## config.mk

```make
export PLATFORM = sky130hd
export DESIGN_NAME = lf_adder
export DESIGN_NICKNAME = d
export VERILOG_FILES = /design/src/rtl/lf_pkg.sv /design/src/rtl/lf_cell.sv /design/src/rtl/lf_pg.sv /design/src/rtl/lf_prefix.sv /design/src/rtl/lf_adder.sv
export SDC_FILE = /design/constraint.sdc
export NUM_CORES = 1
export LEC_CHECK = 0
export BUFFER_PORTS_ARGS = -buffer_cell sky130_fd_sc_hd__buf_4
export CORE_AREA = 2 2 108 110
export DETAILED_ROUTE_END_ITERATION = 12
export DIE_AREA = 0 0 110 112
export PLACE_DENSITY_LB_ADDON = 0.25
export SETUP_SLACK_MARGIN = 0.02
export SLEW_MARGIN = 10
export SYNTH_ARGS = -nofsm -noshare
export SYNTH_HDL_FRONTEND = slang
export SYNTH_SLANG_ARGS = --single-unit
```

## constraint.sdc

```tcl
create_clock -name clk -period 0.8 [get_ports clk]
set_input_delay 0.12 -clock clk [delete_from_list [all_inputs] [get_ports clk]]
set_output_delay 0.12 -clock clk [all_outputs]
set_load 0.02 [all_outputs]
```

## src/rtl/lf_pkg.sv

```systemverilog
package lf_pkg;

    // True when w is a power of two inside the supported range
    function automatic bit width_ok(input int w);
        return (w >= 4) && (w <= 64) && ((w & (w - 1)) == 0);
    endfunction

    // Number of operator levels of the minimum-depth network
    function automatic int levels(input int w);
        int n;
        n = 0;
        while ((1 << n) < w) n++;
        return n;
    endfunction

endpackage

```

## src/rtl/lf_cell.sv

```systemverilog
module lf_cell (
    input  logic hi_g,
    input  logic hi_p,
    input  logic lo_g,
    input  logic lo_p,
    output logic g,
    output logic p
);
    // One application of the associative carry operator
    assign g = hi_g | (hi_p & lo_g);
    assign p = hi_p & lo_p;
endmodule

```

## src/rtl/lf_pg.sv

```systemverilog
module lf_pg #(
    parameter int WIDTH = 64
) (
    input  logic [WIDTH-1:0] a,
    input  logic [WIDTH-1:0] b,
    output logic [WIDTH-1:0] gen,
    output logic [WIDTH-1:0] prp,
    output logic [WIDTH-1:0] hsum
);
    for (genvar i = 0; i < WIDTH; i++) begin : g_bit
        assign gen[i]  = a[i] & b[i];
        assign prp[i]  = a[i] | b[i];
        assign hsum[i] = a[i] ^ b[i];
    end
endmodule

```

## src/rtl/lf_prefix.sv

```systemverilog
module lf_prefix #(
    parameter int N = 4,
    parameter int K = 0
) (
    input  logic [N-1:0] gi,
    input  logic [N-1:0] pi,
    output logic [N-1:0] go,
    output logic [N-1:0] po
);
    localparam int H = (N > 1) ? N / 2 : 1;

    if (N == 1) begin : g_wire
        assign go = gi;
        assign po = pi;
    end else if (N == 2) begin : g_two
        assign go[0] = gi[0];
        assign po[0] = pi[0];
        lf_cell u_top (
            .hi_g(gi[1]), .hi_p(pi[1]),
            .lo_g(gi[0]), .lo_p(pi[0]),
            .g(go[1]),    .p(po[1])
        );
    end else if (K == 0 || N == 4) begin : g_split
        // Minimum-depth form: reduced-size lower half, minimum-depth upper half
        logic [H-1:0] lg, lp, ug, up;

        lf_prefix #(.N(H), .K(1)) u_lo (
            .gi(gi[H-1:0]), .pi(pi[H-1:0]), .go(lg), .po(lp)
        );
        lf_prefix #(.N(H), .K(0)) u_hi (
            .gi(gi[N-1:H]), .pi(pi[N-1:H]), .go(ug), .po(up)
        );

        assign go[H-1:0] = lg;
        assign po[H-1:0] = lp;

        for (genvar j = 0; j < H; j++) begin : g_merge
            lf_cell u_m (
                .hi_g(ug[j]),   .hi_p(up[j]),
                .lo_g(lg[H-1]), .lo_p(lp[H-1]),
                .g(go[H+j]),    .p(po[H+j])
            );
        end
    end else begin : g_pair
        // Reduced-size form: pair, recurse on half, fix the even positions
        logic [H-1:0] yg, yp, zg, zp;

        for (genvar j = 0; j < H; j++) begin : g_pr
            lf_cell u_p (
                .hi_g(gi[2*j+1]), .hi_p(pi[2*j+1]),
                .lo_g(gi[2*j]),   .lo_p(pi[2*j]),
                .g(yg[j]),        .p(yp[j])
            );
        end

        lf_prefix #(.N(H), .K(0)) u_mid (
            .gi(yg), .pi(yp), .go(zg), .po(zp)
        );

        assign go[0] = gi[0];
        assign po[0] = pi[0];

        for (genvar j = 0; j < H; j++) begin : g_odd
            assign go[2*j+1] = zg[j];
            assign po[2*j+1] = zp[j];
        end

        for (genvar j = 1; j < H; j++) begin : g_even
            lf_cell u_f (
                .hi_g(gi[2*j]),  .hi_p(pi[2*j]),
                .lo_g(zg[j-1]),  .lo_p(zp[j-1]),
                .g(go[2*j]),     .p(po[2*j])
            );
        end
    end
endmodule

```

## src/rtl/lf_adder.sv

```systemverilog
module lf_adder #(
    parameter int WIDTH   = 64,
    parameter int OUT_REG = 1
) (
    input  logic             clk,
    input  logic             rst_n,
    input  logic [WIDTH-1:0] a,
    input  logic [WIDTH-1:0] b,
    input  logic             cin,
    output logic [WIDTH-1:0] sum,
    output logic             cout
);
    localparam int DEPTH = lf_pkg::levels(WIDTH);
    localparam int SW    = WIDTH + 1;

    if (!lf_pkg::width_ok(WIDTH)) begin : g_bad_width
        $error("lf_adder: WIDTH must be a power of two from 4 to 64");
    end

    logic [WIDTH-1:0] gen, prp, hsum;
    logic [WIDTH-1:0] ng, np;
    logic [WIDTH-1:0] cg, cp;
    logic [WIDTH:0]   carry;
    logic [WIDTH-1:0] sum_c;
    logic             cout_c;

    lf_pg #(.WIDTH(WIDTH)) u_pg (
        .a(a), .b(b), .gen(gen), .prp(prp), .hsum(hsum)
    );

    // Seed: fold the carry-in pair (cin, 1) into element 0
    lf_cell u_seed (
        .hi_g(gen[0]), .hi_p(prp[0]),
        .lo_g(cin),    .lo_p(1'b1),
        .g(ng[0]),     .p(np[0])
    );
    assign ng[WIDTH-1:1] = gen[WIDTH-1:1];
    assign np[WIDTH-1:1] = prp[WIDTH-1:1];

    lf_prefix #(.N(WIDTH), .K(0)) u_net (
        .gi(ng), .pi(np), .go(cg), .po(cp)
    );

    assign carry  = {cg, cin};
    assign sum_c  = hsum ^ carry[WIDTH-1:0];
    assign cout_c = carry[WIDTH];

    if (OUT_REG != 0) begin : g_reg
        always_ff @(posedge clk or negedge rst_n) begin
            if (!rst_n) begin
                sum  <= '0;
                cout <= 1'b0;
            end else begin
                sum  <= sum_c;
                cout <= cout_c;
            end
        end


        sum_ok_chk: assert property (@(posedge clk) disable iff (!rst_n)
            rst_n |=> {cout, sum} == ({1'b0, $past(a)} + {1'b0, $past(b)} + SW'($past(cin))));
    end else begin : g_comb
        assign sum  = sum_c;
        assign cout = cout_c;


        comb_ok_chk: assert property (@(posedge clk) disable iff (!rst_n)
            {cout, sum} == ({1'b0, a} + {1'b0, b} + SW'(cin)));
    end


    gp_order_chk: assert property (@(posedge clk) disable iff (!rst_n)
        (gen & ~prp) == '0);

    for (genvar i = 0; i < WIDTH; i++) begin : g_chk

        carry_rec_chk: assert property (@(posedge clk) disable iff (!rst_n)
            carry[i+1] == (gen[i] | (prp[i] & carry[i])));

        if (i > 0) begin : g_grp

            grp_p_chk: assert property (@(posedge clk) disable iff (!rst_n)
                cp[i] == (prp[i] & cp[i-1]));
        end
    end


    depth_chk: assert property (@(posedge clk) disable iff (!rst_n)
        (DEPTH > 0) && (cp[0] == prp[0]));
endmodule

```

======== Word level (Yosys, flattened, before mapping) ========
Cells that the tools add are included.
Widths: inputs -> output; s select.
operators by class
  bitwise operators ....................... 636
operators with widths
  operator        number
  $and 1x1->1     338
  $or 1x1->1      233
  $xor 1x1->1     64
  $xor 64x64->64  1
word-level totals
  output and inout port bits .............. 65
  register bits ........................... 65
  logic and storage cells ................. 638

======== Logic depth before layout (Yosys ltp) ========
Gate-level depths: netlist of the first run.
  depth in word-level cells ............... 16
  depth in mapped cells ................... 16
  mapped depth without buffers ............ 16

======== Cells and area by module ========
Synthesis of the first run repeated with hierarchy kept, for this count alone.
second synthesis, totals
  cell total of the unflattened synthesis .. 828
  area, all modules ....................... 7350.8 um^2
by module, submodules not included
  module                                                                                   times used  cells an instance  sequential area each (um^2)  area each (um^2)
  lf_cell                                                                                  169         2                  0.0                          15.0
  lf_pg                                                                                    1           320                0.0                          2322.2
  lf_adder                                                                                 1           130                1626.6                       2190.9
  lf_prefix at u_net.g_split.u_hi.g_split.u_hi.g_split.u_hi.g_split.u_hi.g_split.u_hi ...  20          2                  0.0                          15.0

======== Least setup slack after synthesis of the first run ========
No wires, ideal clock.
  path kind ............................... in2reg
  start ................................... input port a[0]
  end ..................................... register sum[31]
  path buffers ............................ 0
  arrival ................................. 3054 ps
  data required time ...................... 678 ps
  cell stages on the path ................. 16
  setup slack ............................. -2375 ps
  library setup time ...................... 122 ps
  path through ............................ inv_1 fa_1 inv_1 fa_1 nor2b_2 o311a_1 o211ai_2 o21bai_2 o21a_1 a21oi_1 o21ai_0 a21o_1 a21oi_1 o21bai_1 fa_1 xor2_1
between the ends
  cells in the longest elaborated chain, start to end .. 16
  elaborated cells on any way between the ends .. 17
  those cells by class .................... bitwise (17)
RTL lines
  what                  RTL line        source
  start, declared       lf_adder.sv:7   input logic [WIDTH-1:0] a,
  $or 1x1->1            lf_pg.sv:12     assign prp[i] = a[i] | b[i];
  $and 1x1->1           lf_cell.sv:10   assign g = hi_g | (hi_p & lo_g);
  $or 1x1->1 (*)        lf_cell.sv:10
  $and 1x1->1 (*)       lf_cell.sv:10
  $or 1x1->1 (*)        lf_cell.sv:10
  $and 1x1->1 (*)       lf_cell.sv:10
  $or 1x1->1 (*)        lf_cell.sv:10
  $and 1x1->1 (*)       lf_cell.sv:10
  $or 1x1->1 (*)        lf_cell.sv:10
  $and 1x1->1 (*)       lf_cell.sv:10
  $or 1x1->1 (*)        lf_cell.sv:10
  $and 1x1->1 (*)       lf_cell.sv:10
  $or 1x1->1 (*)        lf_cell.sv:10
  $and 1x1->1 (*)       lf_cell.sv:10
  $or 1x1->1 (*)        lf_cell.sv:10
  $xor 64x64->64 (*)    lf_adder.sv:45  assign sum_c = hsum ^ carry[WIDTH-1:0];
  net sum_c[31]         lf_adder.sv:24  logic [WIDTH-1:0] sum_c;
  end signal, assigned  lf_adder.sv:54  sum <= sum_c;
  end, declared         lf_adder.sv:10  output logic [WIDTH-1:0] sum,
The timed path passes the listed nets; every way through them passes the cells marked *.

======== Final worst setup path of the first run ========
  start ................................... input port a[0]
  end ..................................... register sum[29]
Same word-level chain as after synthesis.

==> results.toml, run 1 <==
[synthesis]
async_flop_share_pct = 100
ys.flop_type = "dfrtp_1"
syn_nets = 855
synth-seq-cells = 65
synth_cells = 582
yosysWarnings = 0
synth_area_sq_um = 5570
seq_area_frac_synth_pct = 29.2
syn_avg_cell_area_sq_um = 9.56
yosysUniqueCellTypes = 48
synth-edff-count = 0

[drt]
dr_total_vias = 5168
firstDrtPassIters = 4
routed_wl_um = 15800
drcViolationCount = 0
viasPerCell = 4.75
avgRoutedWirePerCell_um = 14.5
drt_iter0_drc = 170
ant_nets = 0

[worst_setup_path]
crit_required_ns = 1.02
start_kind = "input port"
critical_path.max_fanout = 3
end_kind = "flop"
crit_arrival_ns = 3.03
worstSetupPathType = "in -> reg"

[placement]
dp.cells = 1051
pre_cts_ws_ns = -2.37
port-buffer-count = 195
place_area_sq_um = 8360
gp_congestion = 0.818
dp_hpwl_um = 12100

[floorplan]
pin_count = 196
rows = 39
start_util_pct = 49.8
die_w_um = 110
core_sq_um = 11200
die_h_um = 112
dieArea_sq_um = 12300

[grt]
grtUsageTotal_pct = 26.4
grt_pass1_wl_um = 25300
antenna_found_initial = 0
overflow = 0
grt_max_degree = 30
grt_pass1_vias = 5858

[clocking]
cts-root-buf = "clkbuf_16"
cts_tree = "built"
htree_levels = 3
clk_pin_slew_ns = 0.06
numClockSinks = 65
cts_max_path_buffers = 2
cts_buffers = 9

[finish]
nNetsFinal = 1213
antenna_cells = 0
fin_util_pct = 83.5
final_common_cell = "buf_4"
layout_common_cells = "254 x buf_4, 159 x inv_1, 124 x ha_1, 89 x buf_6, 65 x dfrtp_1"
drive_gt1_share_pct = 45.7
design_area_sq_um = 9330
fin_cells = 1088
synthToLayoutAreaGrowth_pct = 67.6

[pwr]
peakVddDrop_mv = 1.12
powerDensity_nw_per_um2 = 1670
cellLeakagePower_nw = 5.17
p_total_mw = 15.5

[sta]
min_period_ns = 2.81
max_freq_ghz = 0.356
rsz0062_at_grt = "true"
hold_violations = 0
postLayoutSetupSlackWorst_ns = -2.01
worstMarginPinSlew_ns = 0.492
slew_headroom_pct = 66.9
setup-violations-final = 129
slew_violations = 0
min_period_over_period_pct = 351

[flow_run]
maxCapViolations = 0

[min_path]
hold_path.class = "in -> reg"

[run_status]
status = "finished with violations"
violations = "negative setup slack"
## metal layers
layer	GRT usage (%)	vias up	wire length [um]
li1	-	2524	-
met1	25.5	2424	5650
met2	50.7	176	8650
met3	7.20	44	974
met4	11.4	0	545
met5	0	-	0
## sequential cells by signal, summed over array words and instances, names as in the netlist
signal and count:
sum 64, cout 1
## Yosys cell counts, types with 4 or more instances
cell,count,area [sq um]
nand2_1,4,15.0
nor3_1,4,20.0
fa_1,18,360
a21oi_1,29,145
nor2_1,37,139
xnor2_1,16,140
nand2b_1,5,31.3
a21o_1,5,37.5
nor2b_1,5,31.3
inv_1,166,623
nor4_1,7,43.8
a31oi_1,4,25.0
xor2_1,29,254
dfrtp_1,65,1630
ha_1,124,1550
o31ai_1,6,45.0
o21bai_1,12,90.1
## kinds of logic after synthesis
group / count (synthesis) / synth area share [%]
AO/OA/AOI/OAI: 90 / 11.8
XOR/XNOR: 45 / 7.08
adder cells (fa/ha/maj): 142 / 34.3
buffers and inverters: 168 / 11.3
flip-flops: 65 / 29.2
AND/OR/NAND/NOR: 72 / 6.20
## where the power goes
group / total [mW] / switching, mW / internal [mW]
registers: 4.38 / 0.365 / 4.02
logic: 6.91 / 3.18 / 3.73
clock network: 4.23 / 1.52 / 2.71
total: 15.5 / 5.07 / 10.5
## path summary, 6_finish.rpt
kind,start,endpoint,slack (ns),cells past startpoint
worst min-delay path,b[1],sum[1],0.11,2
min in group asynchronous,rst_n,sum[41],0.18,2
max in group asynchronous,rst_n,sum[31],0.21,3
worst max-delay path,a[0],sum[29],-2.01,17
## area by class of cell
class	count	area [sq um]
Timing Repair Buffer	347	2970
Inverter	168	651
Sequential cell	65	1630
Fill cell	606	1850
Tap cell	143	179
Clock inverter	6	82.6
Multi-Input combinational cell	349	3590
Clock buffer	10	229
## metrics by stage
step / setup TNS (ns) / hold slack [ns]
detailed placement: -122.05 / -0.0271
floorplan: -98.33 / -0.176
CTS: -112.47 / 0.0906
finish: -116.57 / 0.106
global route: -124.59 / 0.0918
global placement: -119.72 / -0.0284
## timing repair
action	4_1_cts	5_1_grt
setup buffers	13	13
endpoints found under the hold margin	65	0
hold buffers	1	0
pin swaps	37	37
resized for setup	110	17
endpoints found under the setup margin	129	129
## critical path: stages
cell	delay, ns
buf_8	0.11
inv_12	0.04
fa_2	0.19
inv_2	0.04
fa_2	0.33
nor2b_4	0.14
o311a_4	0.32
o211ai_2	0.20
o21bai_2	0.11
o21a_1	0.21
a21oi_2	0.20
o21ai_2	0.09
a21o_1	0.19
buf_4	0.14
buf_6	0.11
fa_2	0.35
xor2_1	0.15
No activity file was read; power rests on OpenSTA's default activity.
==> run 2, diff against run 1 <==
- BUFFER_PORTS_ARGS: -buffer_cell sky130_fd_sc_hd__buf_4 -> -buffer_cell sky130_fd_sc_hd__buf_2
- CORE_AREA: 2 2 108 110 -> 2 2 119 121
- DIE_AREA: 0 0 110 112 -> 0 0 121 123
- SLEW_MARGIN: 10 -> 20
- SYNTH_HIERARCHICAL: default -> 1
==> run 2 against run 1 <==
Compared with the run above:
- the flow still finishes with violations (negative setup slack)
- largest cell class unchanged
- flip-flop and latch count did not move
- synthesized cell count grew 31%
- fmax increased by 53%
- final area grew 0.74%
==> results.toml, run 2 <==
[grt]
grt_pass1_wl_um = 24700
grt_max_degree = 35
grtUsageTotal_pct = 20.9
antenna_found_initial = 2
overflow = 0
grt_pass1_vias = 5700

[synthesis]
synth_area_sq_um = 6840
syn_nets = 1019
yosysWarnings = 6
syn_avg_cell_area_sq_um = 9.01
synth_cells = 760

[min_path]
min_delay_worst_endpoint = "sum[0]"
hold_path.class = "in -> reg"
holdPathStages = 3
hp-start = "cin"

[clocking]
cts_tree = "built"
clk_pin_slew_ns = 0.06
cts_max_path_buffers = 2
numClockSinks = 65
cts-root-buf = "clkbuf_16"
htree_levels = 3
cts_buffers = 9

[drt]
ant_nets = 0
routed_wl_um = 15100
drcViolationCount = 0
dr_total_vias = 5518
drt_iter0_drc = 138
avgRoutedWirePerCell_um = 12.4
firstDrtPassIters = 4
viasPerCell = 4.54

[floorplan]
start_util_pct = 50.3
die_h_um = 123
dieArea_sq_um = 14900
die_w_um = 121
core_sq_um = 13600
rows = 43
pin_count = 196

[placement]
pre_cts_ws_ns = -1.55
port-buffer-count = 195
dp_hpwl_um = 11600
gp_congestion = 0.797

[sta]
worstMarginPinSlew_ns = 0.328
max_freq_ghz = 0.545
min_period_over_period_pct = 229
rsz0062_at_grt = "true"
postLayoutSetupSlackWorst_ns = -1.03
setup-violations-final = 129
whs_ns = 0.0708
hold_violations = 0
min_period_ns = 1.83
slew_headroom_pct = 78.1
slew_violations = 0

[finish]
top_regs = "sum: 64 flops, cout: 1 flops"
fin_util_pct = 69.0
regMostFlops = "sum"
largest_reg_flops = 64
drive_gt1_share_pct = 40.9
layout_common_cells = "189 x inv_1, 166 x a21o_1, 127 x buf_2, 126 x ha_1, 104 x and2_2"
synthToLayoutAreaGrowth_pct = 37.3
final_common_cell = "inv_1"
nNetsFinal = 1288

[run_status]
status = "finished with violations"
violations = "negative setup slack"

[worst_setup_path]
crit_arrival_ns = 2.06
critical_path.max_fanout = 8
end_kind = "flop"
crit_required_ns = 1.02
start_kind = "input port"
worstSetupPathType = "in -> reg"

[pwr]
powerDensity_nw_per_um2 = 1600
cellLeakagePower_nw = 5.91
peakVddDrop_mv = 0.957

[flow_run]
maxCapViolations = 0
==> run 2: cell types whose count changed in the layout (fill, tap and decap cells not counted), sizes merged, moves of 16 or more <==
| cell | before | now |
|---|---|---|
| a21oi | 33 | 0 |
| xor2 | 29 | 64 |
| fa | 18 | 0 |
| and2 | 0 | 105 |
| buf | 346 | 292 |
| inv | 167 | 192 |
| xnor2 | 16 | 0 |
| nor2 | 37 | 0 |
| a21o | 5 | 171 |
==> run 2: worst max path at each step <==
| stage | cells after the start | slack [ns] | to | startpoint |
|---|---|---|---|---|
| 3_5_place_dp | 10 | -1.55 | sum[51] | a[0] |
| 2_1_floorplan | 11 | -1.17 | sum[34] | a[0] |
| 3_3_place_gp | 12 | -1.50 | sum[60] | a[0] |
| 4_1_cts | 13 | -1.08 | sum[44] | a[0] |
| 5_1_grt | 11 | -1.09 | sum[44] | a[0] |
| 6_report | 11 | -1.03 | sum[37] | a[0] |
==> run 2: layout make-up <==
cell class / instances / area (sq um)
Sequential cell: 65 / 1630
Antenna cell: 2 / 5.00
Tap cell: 180 / 225
Inverter: 192 / 738
Clock buffer: 12 / 267
Multi-Input combinational cell: 468 / 4280
Timing Repair Buffer: 293 / 2240
Clock inverter: 3 / 15.0
Fill cell: 1113 / 4220
==> run 2: repair_timing <==
item	4_1_cts	5_1_grt
endpoints found under the hold margin	65	0
cloned	2	0
gates resized for setup	153	2
pin swaps	34	10
setup endpoints to repair	128	128
buffers inserted	10	3
hold buffers	1	0
==> run 2: layer usage <==
layer | vias up | global-route usage (%) | part of all wire [%]
met5 | - | 0 | 0
met4 | 0 | 7.63 | 1.9
met3 | 18 | 3.64 | 4.3
met2 | 114 | 39.2 | 52
met1 | 2538 | 23.7 | 42
li1 | 2848 | - | -
==> run 2: stage by stage <==
stage	std cells	total power, mW	instance area, sq um	setup TNS (ns)
floorplan	760	7.83	6890	-61.41
finish	1215	15.0	9400	-66.58
detailed placement	1182	9.96	8480	-86.15
CTS	1210	15.1	9360	-69.32
global placement	1182	9.88	8480	-83.83
global route	1215	15.9	9400	-71.19
==> run 2: worst max-delay path, cell delays in order <==
cell and delay (ns):
buf_12 0.11, ha_2 0.18, a21o_1 0.16, a21o_1 0.17
a21o_1 0.18, a21o_4 0.23, a21o_4 0.23, a21o_4 0.23
buf_8 0.14, a21o_1 0.18, xor2_1 0.13
==> run 2: power by group <==
group          internal, mW  total [mW]  switching (mW)
Sequential             4.04        4.44           0.396
Combinational          3.65        6.82            3.17
Clock                  2.32        3.78            1.46
Total                  10.0        15.0            5.03
